`config.mk`:
```
export PLATFORM = sky130hd
export DESIGN_NAME = pbus_master
export DESIGN_NICKNAME = d
export VERILOG_FILES = /design/src/rtl/pbus_pkg.sv /design/src/rtl/pbus_wait_timer.sv /design/src/rtl/pbus_rd_capture.sv /design/src/rtl/pbus_seq.sv /design/src/rtl/pbus_master.sv
export SDC_FILE = /design/constraint.sdc
export NUM_CORES = 1
export LEC_CHECK = 0
export BUFFER_PORTS_ARGS = -buffer_cell sky130_fd_sc_hd__buf_2
export CAP_MARGIN = 0
export CORE_ASPECT_RATIO = 0.8
export CORE_MARGIN = 8
export CORE_UTILIZATION = 40
export CTS_CLUSTER_SIZE = 40
export DETAILED_ROUTE_END_ITERATION = 10
export SYNTH_ARGS = -nofsm -noshare
export SYNTH_HDL_FRONTEND = slang
export SYNTH_SLANG_ARGS = --single-unit
export TNS_END_PERCENT = 20
```
`constraint.sdc`:
```
create_clock -name clk -period 3 [get_ports clk]
set_input_delay 0.6 -clock clk [delete_from_list [all_inputs] [get_ports clk]]
set_output_delay 0.6 -clock clk [all_outputs]
set_load 0.03 [all_outputs]
```
`src/rtl/pbus_pkg.sv`:
```
package pbus_pkg;
  typedef enum logic [1:0] {
    ST_IDLE = 2'd0,
    ST_ADDR = 2'd1,
    ST_DATA = 2'd2,
    ST_GAP  = 2'd3
  } pbus_state_e;
endpackage

```
`src/rtl/pbus_wait_timer.sv`:
```
module pbus_wait_timer #(
  parameter int MIN_CYC = 2,
  parameter int TIMEOUT = 16
) (
  input  logic clk,
  input  logic rst,
  input  logic start,
  output logic min_met,
  output logic expired
);
  localparam int CW = $clog2(TIMEOUT + 1);
  localparam logic [CW-1:0] MIN_LAST = CW'(MIN_CYC - 1);
  localparam logic [CW-1:0] TO_LAST  = CW'(TIMEOUT - 1);

  logic [CW-1:0] cnt;

  always_ff @(posedge clk) begin
    if (rst)               cnt <= '0;
    else if (start)        cnt <= '0;
    else if (cnt != TO_LAST) cnt <= cnt + 1'b1;
  end

  assign min_met = (cnt >= MIN_LAST);
  assign expired = (cnt >= TO_LAST);
endmodule

```
`src/rtl/pbus_rd_capture.sv`:
```
module pbus_rd_capture #(
  parameter int BW = 16
) (
  input  logic          clk,
  input  logic          rst,
  input  logic          cap_lo,
  input  logic          cap_hi,
  input  logic          cap_clr,
  input  logic [BW-1:0] bus_in,
  output logic [2*BW-1:0] word
);
  logic [BW-1:0] lo_q;

  always_ff @(posedge clk) begin
    if (rst) begin
      lo_q <= '0;
      word <= '0;
    end else begin
      if (cap_lo)  lo_q <= bus_in;
      if (cap_hi)  word <= {bus_in, lo_q};
      else if (cap_clr) word <= '0;
    end
  end
endmodule

```
`src/rtl/pbus_seq.sv`:
```
module pbus_seq
  import pbus_pkg::*;
#(
  parameter int AW = 16,
  parameter int BW = 16
) (
  input  logic          clk,
  input  logic          rst,
  input  logic          mode_fifo,
  input  logic          req_valid,
  input  logic          req_write,
  input  logic [AW-1:0] req_addr,
  input  logic [2*BW-1:0] req_wdata,
  input  logic          bus_rdy,
  input  logic          min_met,
  input  logic          expired,
  output logic          req_ready,
  output logic          tmr_start,
  output logic          cap_lo,
  output logic          cap_hi,
  output logic          cap_clr,
  output logic          ale,
  output logic          rd_n,
  output logic          wr_n,
  output logic          bus_oe,
  output logic [BW-1:0] bus_out,
  output logic          done,
  output logic          done_err
);
  pbus_state_e st, st_n;
  logic          beat, beat_n;
  logic          wr_q;
  logic [2*BW-1:0] wd_q;

  logic accept, cyc_ok, cyc_to, nxt_write;
  logic [2*BW-1:0] nxt_wd;
  logic [BW-1:0]   nxt_out;

  assign req_ready = (st == ST_IDLE);
  assign accept    = req_ready && req_valid;
  assign cyc_ok    = (st == ST_DATA) && bus_rdy && min_met;
  assign cyc_to    = (st == ST_DATA) && !cyc_ok && expired;
  assign nxt_write = accept ? req_write : wr_q;
  assign nxt_wd    = accept ? req_wdata : wd_q;

  always_comb begin
    st_n   = st;
    beat_n = beat;
    unique case (st)
      ST_IDLE: if (accept) begin
        st_n   = mode_fifo ? ST_DATA : ST_ADDR;
        beat_n = 1'b0;
      end
      ST_ADDR: st_n = ST_DATA;
      ST_DATA: begin
        if (cyc_to)      st_n = ST_IDLE;
        else if (cyc_ok) st_n = beat ? ST_IDLE : ST_GAP;
      end
      ST_GAP: begin
        st_n   = ST_DATA;
        beat_n = 1'b1;
      end
      default: st_n = ST_IDLE;
    endcase
  end

  always_comb begin
    if (st_n == ST_ADDR) nxt_out = BW'(req_addr);
    else if (beat_n)     nxt_out = nxt_wd[2*BW-1:BW];
    else                 nxt_out = nxt_wd[BW-1:0];
  end

  assign tmr_start = (st_n == ST_DATA) && (st != ST_DATA);
  assign cap_lo    = cyc_ok && !beat && !wr_q;
  assign cap_hi    = cyc_ok && beat && !wr_q;
  assign cap_clr   = cyc_to && !wr_q;

  always_ff @(posedge clk) begin
    if (rst) begin
      st       <= ST_IDLE;
      beat     <= 1'b0;
      wr_q     <= 1'b0;
      wd_q     <= '0;
      ale      <= 1'b0;
      rd_n     <= 1'b1;
      wr_n     <= 1'b1;
      bus_oe   <= 1'b0;
      bus_out  <= '0;
      done     <= 1'b0;
      done_err <= 1'b0;
    end else begin
      st       <= st_n;
      beat     <= beat_n;
      wr_q     <= nxt_write;
      wd_q     <= nxt_wd;
      ale      <= (st_n == ST_ADDR);
      rd_n     <= !((st_n == ST_DATA) && !nxt_write);
      wr_n     <= !((st_n == ST_DATA) && nxt_write);
      bus_oe   <= (st_n == ST_ADDR) || ((st_n == ST_DATA) && nxt_write);
      bus_out  <= nxt_out;
      done     <= cyc_to || (cyc_ok && beat);
      done_err <= cyc_to;
    end
  end
endmodule

```
`src/rtl/pbus_master.sv`:
```
module pbus_master #(
  parameter int AW      = 16,
  parameter int BW      = 16,
  parameter int MIN_CYC = 2,
  parameter int TIMEOUT = 16
) (
  input  logic            clk,
  input  logic            rst,
  input  logic            mode_fifo,
  input  logic            req_valid,
  output logic            req_ready,
  input  logic            req_write,
  input  logic [AW-1:0]   req_addr,
  input  logic [2*BW-1:0] req_wdata,
  output logic            done,
  output logic            done_err,
  output logic [2*BW-1:0] rd_data,
  output logic [BW-1:0]   bus_out,
  output logic            bus_oe,
  input  logic [BW-1:0]   bus_in,
  output logic            ale,
  output logic            rd_n,
  output logic            wr_n,
  input  logic            bus_rdy
);
  logic tmr_start, min_met, expired;
  logic cap_lo, cap_hi, cap_clr;

  pbus_seq #(.AW(AW), .BW(BW)) u_seq (
    .clk(clk), .rst(rst), .mode_fifo(mode_fifo),
    .req_valid(req_valid), .req_write(req_write),
    .req_addr(req_addr), .req_wdata(req_wdata),
    .bus_rdy(bus_rdy), .min_met(min_met), .expired(expired),
    .req_ready(req_ready), .tmr_start(tmr_start),
    .cap_lo(cap_lo), .cap_hi(cap_hi), .cap_clr(cap_clr),
    .ale(ale), .rd_n(rd_n), .wr_n(wr_n),
    .bus_oe(bus_oe), .bus_out(bus_out),
    .done(done), .done_err(done_err)
  );

  pbus_wait_timer #(.MIN_CYC(MIN_CYC), .TIMEOUT(TIMEOUT)) u_tmr (
    .clk(clk), .rst(rst), .start(tmr_start),
    .min_met(min_met), .expired(expired)
  );

  pbus_rd_capture #(.BW(BW)) u_cap (
    .clk(clk), .rst(rst), .cap_lo(cap_lo), .cap_hi(cap_hi),
    .cap_clr(cap_clr), .bus_in(bus_in), .word(rd_data)
  );
endmodule

```
==> key figures, run 1 <==
Critical path
  – Crit path arrival time: 2.92 ns
  – CP Launch Type: flip-flop
  – Required time worst endpoint: 3.22 ns
  – Critical path type: reg2reg
  – Worst setup EP type: flip-flop
  – Worst setup startpoint: u_tmr.cnt[0]
  – R2r startpoint: u_tmr.cnt[0]
  – Critical Path Fanout Max: 32

Synth
  – Yosys top cell area share: between 50% and 60%
  – Post-synth EDFFs: 0
  – #FFs+latches synth: 111
  – Top cells by area, synth: dfxtp_1 52%, mux2i_1 11%, nor2_1 6.9%
  – Post-synth top flop: dfxtp_1
  – Syn Std Cell Area: 0.004273 mm2
  – Netlist cell types: 37
  – YS warnings: 0
  – Seq/Total Area, Yosys: 52.01%
  – Area leader, netlist: dfxtp_1
  – Post-synth top cells: 111 x dfxtp_1, 79 x nor2_1, 49 x mux2i_1
  – Post-Syn Nets: 534
  – Ys async rst share: 0%
  – Mean Syn Cell Area: 9.350 um2
  – Syn Inst Count: approximately 460
  – Most common cell in the netlist: dfxtp_1

Power and ir drop
  – Maximum vdd drop: roughly 340 uV
  – Power Density: 686.3 mW/mm2
  – P_sw: about 1.1 mW
  – Switching Fraction: 30.29%
  – Clock network power share: 32.0%
  – Sequential Power Share: 45.1%
  – Combinational power share: 22.8%
  – Leakage: between 2 and 2.5 nW
  – Internal power: approximately 2.5 mW

Place
  – Place WS: 0.3185 ns
  – Buffers on Ports: about 120
  – DP HPWL: 7722 um
  – Area post-placement: approximately 0.005 mm2
  – Final RePlAce weighted congestion: about 0.8

Final layout
  – Diodes inserted: 0
  – Synth-to-layout area growth: 24.36%
  – Share of cells above drive strength 1: 27.85%
  – Nets: 644
  – Design area: about 0.0053 mm2

STA
  – Max Slew Vio Count: 0
  – Total negative slack: 0 ns
  – Unrepaired setup endpoints after global routing: false
  – Actual slew at the worst max-slew pin: 1.035 ns
  – Fmax: between 300 and 400 MHz
  – Final Hold Fails: 0
  – Final setup margin: 0.2971 ns
  – Relative slew margins: between 30% and 40%
  – Clk_skew: between 0.007 and 0.008 ns
  – Tmin final: 2.703 ns
  – Tcrit/Tclk final: 90.10%
  – Final setup viols: 0

Floorplanning
  – Initial Util: 41.39%
  – DIE AREA: 0.01427 mm2
  – CORE AREA: 0.01032 mm2
  – IO Pins: 125
  – Die Width: 131.6 um
  – Rows: 33
  – Die Span Y: 108.4 um

Detailed routing
  – Drt total wl: 10790 um
  – Drt via density: around 5
  – Via count: 3563
  – Initial DRT Pass Iterations: 5
  – Starting DRT DRC Count: 250
  – DR DRC count: 0
  – Antenna violation net count after detailed routing: 0
  – WL/cell: 15.18 um

Global route
  – First-pass GRT wire length: 17370 um
  – Vias in the first global route: about 3400
  – GRT Total Usage: 14.76%
  – Remaining Overflow, GRT: 0
  – Initial antenna violation count: 1
  – Largest net degree at the start of global routing: 49

Clock network
  – TritonCTS clock tree: done
  – Post-CTS setup buffer count: 0
  – Root buf cell: clkbuf_16
  – Worst-skew pair later-pin latency: 0.34 ns
  – Post-CTS Hold Fix Bufs: 0
  – CTS clk-pin slew, worst paths: around 0.070 ns
  – Cts bufs inserted: 9
  – CTS Buffer Depth: 2
  – Post-CTS Resized: 0
  – CTS HTree Levels: 3
  – Clk sink count: 111

Outcome
  – Status: completed

Run
  – MaxCap Viol Count: 0

Min path
  – Worst hold start: u_cap.lo_q[14]
  – Worst hold path class: reg2reg
-- power by group through the flow --
stage	combinational (mW)	sequential, mW	clock, mW
after detailed placement	0.836	1.68	0
after global placement	0.826	1.68	0
after CTS	0.838	1.65	1.21
final	0.833	1.65	1.17
after floorplan	0.510	1.77	0
after global routing	0.912	1.66	1.27
-- path summary, 6_finish.rpt --
kind / endpoint / slack, ns / cells after the start
max: u_cap.word[17] / 0.30 / 7
min: u_cap.lo_q[14] / 0.46 / 2
max reg2reg: u_cap.word[17] / 0.30 / 7
min reg2reg: u_cap.lo_q[14] / 0.46 / 2
-- cells by family (layout without fill, tap and decap cells) --
kind of cell | count (synthesis) | count (layout) | share of synthesized area [%]
and+or+nand+nor | 152 | 152 | 15.08
buffers and inverters | 42 | 156 | 4.480
adders and majority gates | 7 | 7 | 2.050
DFF | 111 | 111 | 52.01
AOI/OAI and AO/OA | 92 | 92 | 14.03
xor gates and xnor gates | 3 | 3 | 0.6150
muxes | 50 | 50 | 11.74
-- final cells by class --
| cell class | count | area (um2) |
|---|---|---|
| Fill cell | 985 | 5009 |
| Sequential cell | 111 | 2222 |
| Multi-Input combinational cell | 304 | 1876 |
| Timing Repair Buffer | 133 | 715.7 |
| Clock buffer | 9 | 225.2 |
| Tap cell | 140 | 175.2 |
| Clock inverter | 6 | 70.07 |
| Inverter | 8 | 30.03 |
-- metrics by stage --
step | util, % | hold WS [ns] | total power, mW | cells
after global placement | 48.62 | 0.4428 | 2.502 | 696
after detailed placement | 48.62 | 0.4502 | 2.516 | 696
after floorplan | - | 0.4368 | 2.279 | 457
after global routing | 51.48 | 0.4740 | 3.842 | 711
final | 51.48 | 0.4593 | 3.647 | 711
after CTS | 51.48 | 0.4601 | 3.694 | 711
-- worst max-delay path, cell delays in order, from the launching register on --
cell	delay (ns)
dfxtp_1	0.37
or4_4	0.54
o31ai_4	0.44
mux2_2	0.40
or3_1	0.30
buf_4	0.24
a22oi_1	0.21
nor2_1	0.06
-- per-layer routing --
metal	vias to the layer above	GRT usage, %	routed length, um
li1	1793	-	-
met1	1656	19.16	5145
met2	102	22.51	4815
met3	10	5.236	708
met4	2	4.906	109
met5	-	0	12
-- registers in the layout, summed over array words and instances, names as in the netlist, 2 cells and up --
signal         cells
u_cap.lo_q        16
u_cap.word        32
u_seq.bus_out     16
u_seq.st           2
u_seq.wd_q        32
u_tmr.cnt          5
-- layout by cell type (no fill, tap or decap), types with 2 or more instances in the layout --
master / n
clkbuf_16: 9
a22oi_1: 32
or3_1: 3
o21ai_0: 16
xor2_1: 2
and4_1: 2
nand2_1: 38
buf_2: 123
a21oi_1: 35
nand3_1: 17
mux2i_1: 49
inv_1: 8
buf_12: 2
nor3_1: 3
dfxtp_1: 111
clkinvlp_4: 3
buf_4: 8
nor2_1: 79
ha_1: 7
Power figures use the tool's default switching activity.
==> run 2: changes to the inputs <==
--- a/config.mk
+++ b/config.mk
@@ -9,7 +9,7 @@
 export CAP_MARGIN = 0
 export CORE_ASPECT_RATIO = 0.8
 export CORE_MARGIN = 8
-export CORE_UTILIZATION = 40
+export CORE_UTILIZATION = 30
 export CTS_CLUSTER_SIZE = 40
 export DETAILED_ROUTE_END_ITERATION = 10
 export SYNTH_ARGS = -nofsm -noshare
==> constraint.sdc (replaced) <==
create_clock -name clk -period 2.35 [get_ports clk]
set_input_delay 0.47 -clock clk [delete_from_list [all_inputs] [get_ports clk]]
set_output_delay 0.47 -clock clk [all_outputs]
set_load 0.03 [all_outputs]
==> key figures, run 2 (synthesis results as in run 1) <==
Clock network
  – Cts bufs inserted: 9 (unchanged)
  – Worst-skew pair later-pin latency: 0.36 ns (was 0.34 ns)
  – TritonCTS clock tree: done (unchanged)
  – CTS Buffer Depth: 2 (unchanged)
  – CTS HTree Levels: 3 (unchanged)
  – Root buf cell: clkbuf_16 (unchanged)
  – Post-CTS setup buffer count: 0 (unchanged)
  – CTS clk-pin slew, worst paths: 0.08 ns (was 0.07 ns)
  – Clk sink count: 111 (unchanged)

STA
  – Unrepaired setup endpoints after global routing: true (was false)
  – Max Slew Vio Count: 0 (unchanged)
  – Relative slew margins: 62.95% (was 30.59%)
  – Worst hold slack: 0.3580 ns (was 0.4593 ns)
  – Tcrit/Tclk final: 98.39% (was 90.10%)
  – Actual slew at the worst max-slew pin: 0.5545 ns (was 1.035 ns)
  – Fmax: 432.5 MHz (was 370.0 MHz)
  – Clk_skew: 0.01464 ns (was 0.007125 ns)
  – Final Hold Fails: 0 (unchanged)
  – Tmin final: 2.312 ns (was 2.703 ns)
  – Final setup viols: 0 (unchanged)

Global route
  – Initial antenna violation count: 0 (was 1)
  – Vias in the first global route: 3570 (was 3431)
  – GRT Total Usage: 12.51% (was 14.76%)
  – Remaining Overflow, GRT: 0 (unchanged)
  – Largest net degree at the start of global routing: 62 (was 49)
  – First-pass GRT wire length: 18120 um (was 17370 um)

Floorplanning
  – CORE AREA: 0.01410 mm2 (was 0.01032 mm2)
  – Initial Util: 30.30% (was 41.39%)
  – IO Pins: 125 (unchanged)
  – Rows: 39 (was 33)
  – Die Span Y: 122.7 um (was 108.4 um)
  – DIE AREA: 0.01834 mm2 (was 0.01427 mm2)
  – Die Width: 149.4 um (was 131.6 um)

Critical path
  – Slowest CP cell: or4_4 (unchanged)
  – Crit path largest cell delay: 0.54 ns (about the same)
  – Worst setup EP type: flip-flop (unchanged)
  – Critical Path Fanout Max: 16 (was 32)
  – Crit path arrival time: 2.54 ns (was 2.92 ns)
  – Required time worst endpoint: 2.58 ns (was 3.22 ns)
  – Crit path cell chain: or4_4 > o31ai_4 > mux2_4 > or3_4 > clkbuf_16 > a22oi_1 > nor2_1 (was or4_4 > o31ai_4 > mux2_2 > or3_1 > buf_4 > a22oi_1 > nor2_1)
  – Critical path type: reg2reg (unchanged)
  – CP Launch Type: flip-flop (unchanged)

Min path
  – Worst hold path class: in2reg (was reg2reg)

Final layout
  – Diodes inserted: 0 (unchanged)
  – Area of the multi-input gates: 0.001943 mm2 (was 0.001876 mm2)
  – Commonest non-fill, non-tap cell in the layout: buf_2 (unchanged)
  – Synth-to-layout area growth: 31.54% (was 24.36%)
  – Nets: 660 (was 644)
  – Register area: 0.002225 mm2 (was 0.002222 mm2)
  – Fillers: 1399 (was 985)
  – Most frequent cells in the layout: 123 x buf_2, 109 x dfxtp_1, 78 x nor2_1 (was 123 x buf_2, 111 x dfxtp_1, 79 x nor2_1)
  – Largest regs: u_cap.word (32), u_seq.wd_q (32) (unchanged)
  – Share of cells above drive strength 1: 31.63% (was 27.85%)
  – Finished Layout Cells: 772 (was 711)
  – Core Util, Final: 39.85% (was 51.48%)

Power and ir drop
  – P_sw: 1.566 mW (was 1.105 mW)
  – Internal power: 3.280 mW (was 2.542 mW)
  – Clock network power share: 31.7% (was 32.0%)
  – Combinational power share: 25.0% (was 22.8%)
  – Sequential Power Share: 43.2% (was 45.1%)
  – Power Density: 862.1 mW/mm2 (was 686.3 mW/mm2)
  – Maximum vdd drop: 478.6 uV (was 338.5 uV)
  – Switching Fraction: 32.31% (was 30.29%)
  – Leakage: 2.520 nW (was 2.376 nW)
  – Pwr Total: 4.846 mW (was 3.647 mW)

Detailed routing
  – Initial DRT Pass Iterations: 4 (was 5)
  – Antenna violation net count after detailed routing: 0 (unchanged)
  – Drt via density: 4.759 (was 5.011)
  – Via count: 3674 (was 3563)
  – Drt total wl: 11760 um (was 10790 um)
  – WL/cell: 15.23 um (was 15.18 um)
  – DR DRC count: 0 (unchanged)
  – Starting DRT DRC Count: 231 (was 250)

Place
  – DP HPWL: 8529 um (was 7722 um)
  – Final RePlAce weighted congestion: 0.7968 (was 0.7779)
  – Buffers on Ports: 124 (unchanged)
  – Placed Cells: 755 (was 696)

Run
  – MaxCap Viol Count: 0 (unchanged)

Outcome
  – Status: completed (unchanged)
[run 2: through the flow]
step             TNS, ns  instance area (um2)  worst slack (ns)
6_report               0                 5620           0.03785
5_1_grt          -0.2418                 5620          -0.03204
4_1_cts                0                 5559          0.004733
3_5_place_dp     -0.2824                 5226          -0.03923
3_3_place_gp   -0.004081                 5226         -0.004081
2_1_floorplan     -3.790                 4283           -0.1263
[run 2: layout make-up]
class / instances / share of cell area, %
Clock inverter: 7 / 1.447
Multi-Input combinational cell: 304 / 34.57
Sequential cell: 111 / 39.58
Clock buffer: 9 / 4.007
Inverter: 8 / 0.5343
Tap cell: 184 / 4.096
Timing Repair Buffer: 149 / 15.76
[run 2: worst paths after layout]
| check | start | depth (start not counted) | slack, ns | to |
|---|---|---|---|---|
| worst min register to register | u_cap.lo_q[10] | 2 | 0.46 | u_cap.lo_q[10] |
| worst max register to register | u_tmr.cnt[4] | 7 | 0.04 | u_cap.word[22] |
| worst max-delay path | u_tmr.cnt[4] | 7 | 0.04 | u_cap.word[22] |
| worst min-delay path | bus_in[0] | 3 | 0.36 | u_cap.lo_q[0] |
[run 2: repair_timing]
action / in CTS / in global routing
gates resized for setup: 3 / 12
hold buffers: 0 / 0
gates cloned: 0 / 1
pin swaps: 0 / 2
setup endpoints to repair: 16 / 53
[run 2: worst max-delay path, delay by kind of cell (launching register included)]
kind | cells | cell delay [ns]
DFF | 1 | 0.32
AOI/OAI and AO/OA | 2 | 0.37
buffers and inverters | 1 | 0.20
muxes | 1 | 0.33
and+or+nand+nor | 3 | 0.97
[run 2: metal layers]
metal  wire, um  part of all wire [%]  global-route usage, %  vias to the layer above
met5          0                     0                      0                        -
met2       5359                    46                  18.76                      106
met4        183                   1.6                  4.657                        0
li1           -                     -                      -                     1826
met3        926                   7.9                  4.569                       12
met1       5287                    45                  16.17                     1730
[run 2: power groups by stage]
stage / clock (mW) / sequential, mW / combinational, mW
detailed placement: 0 / 2.14 / 1.19
global placement: 0 / 2.14 / 1.16
finish: 1.54 / 2.10 / 1.21
global route: 1.66 / 2.11 / 1.33
floorplan: 0 / 2.26 / 0.655
CTS: 1.59 / 2.09 / 1.22
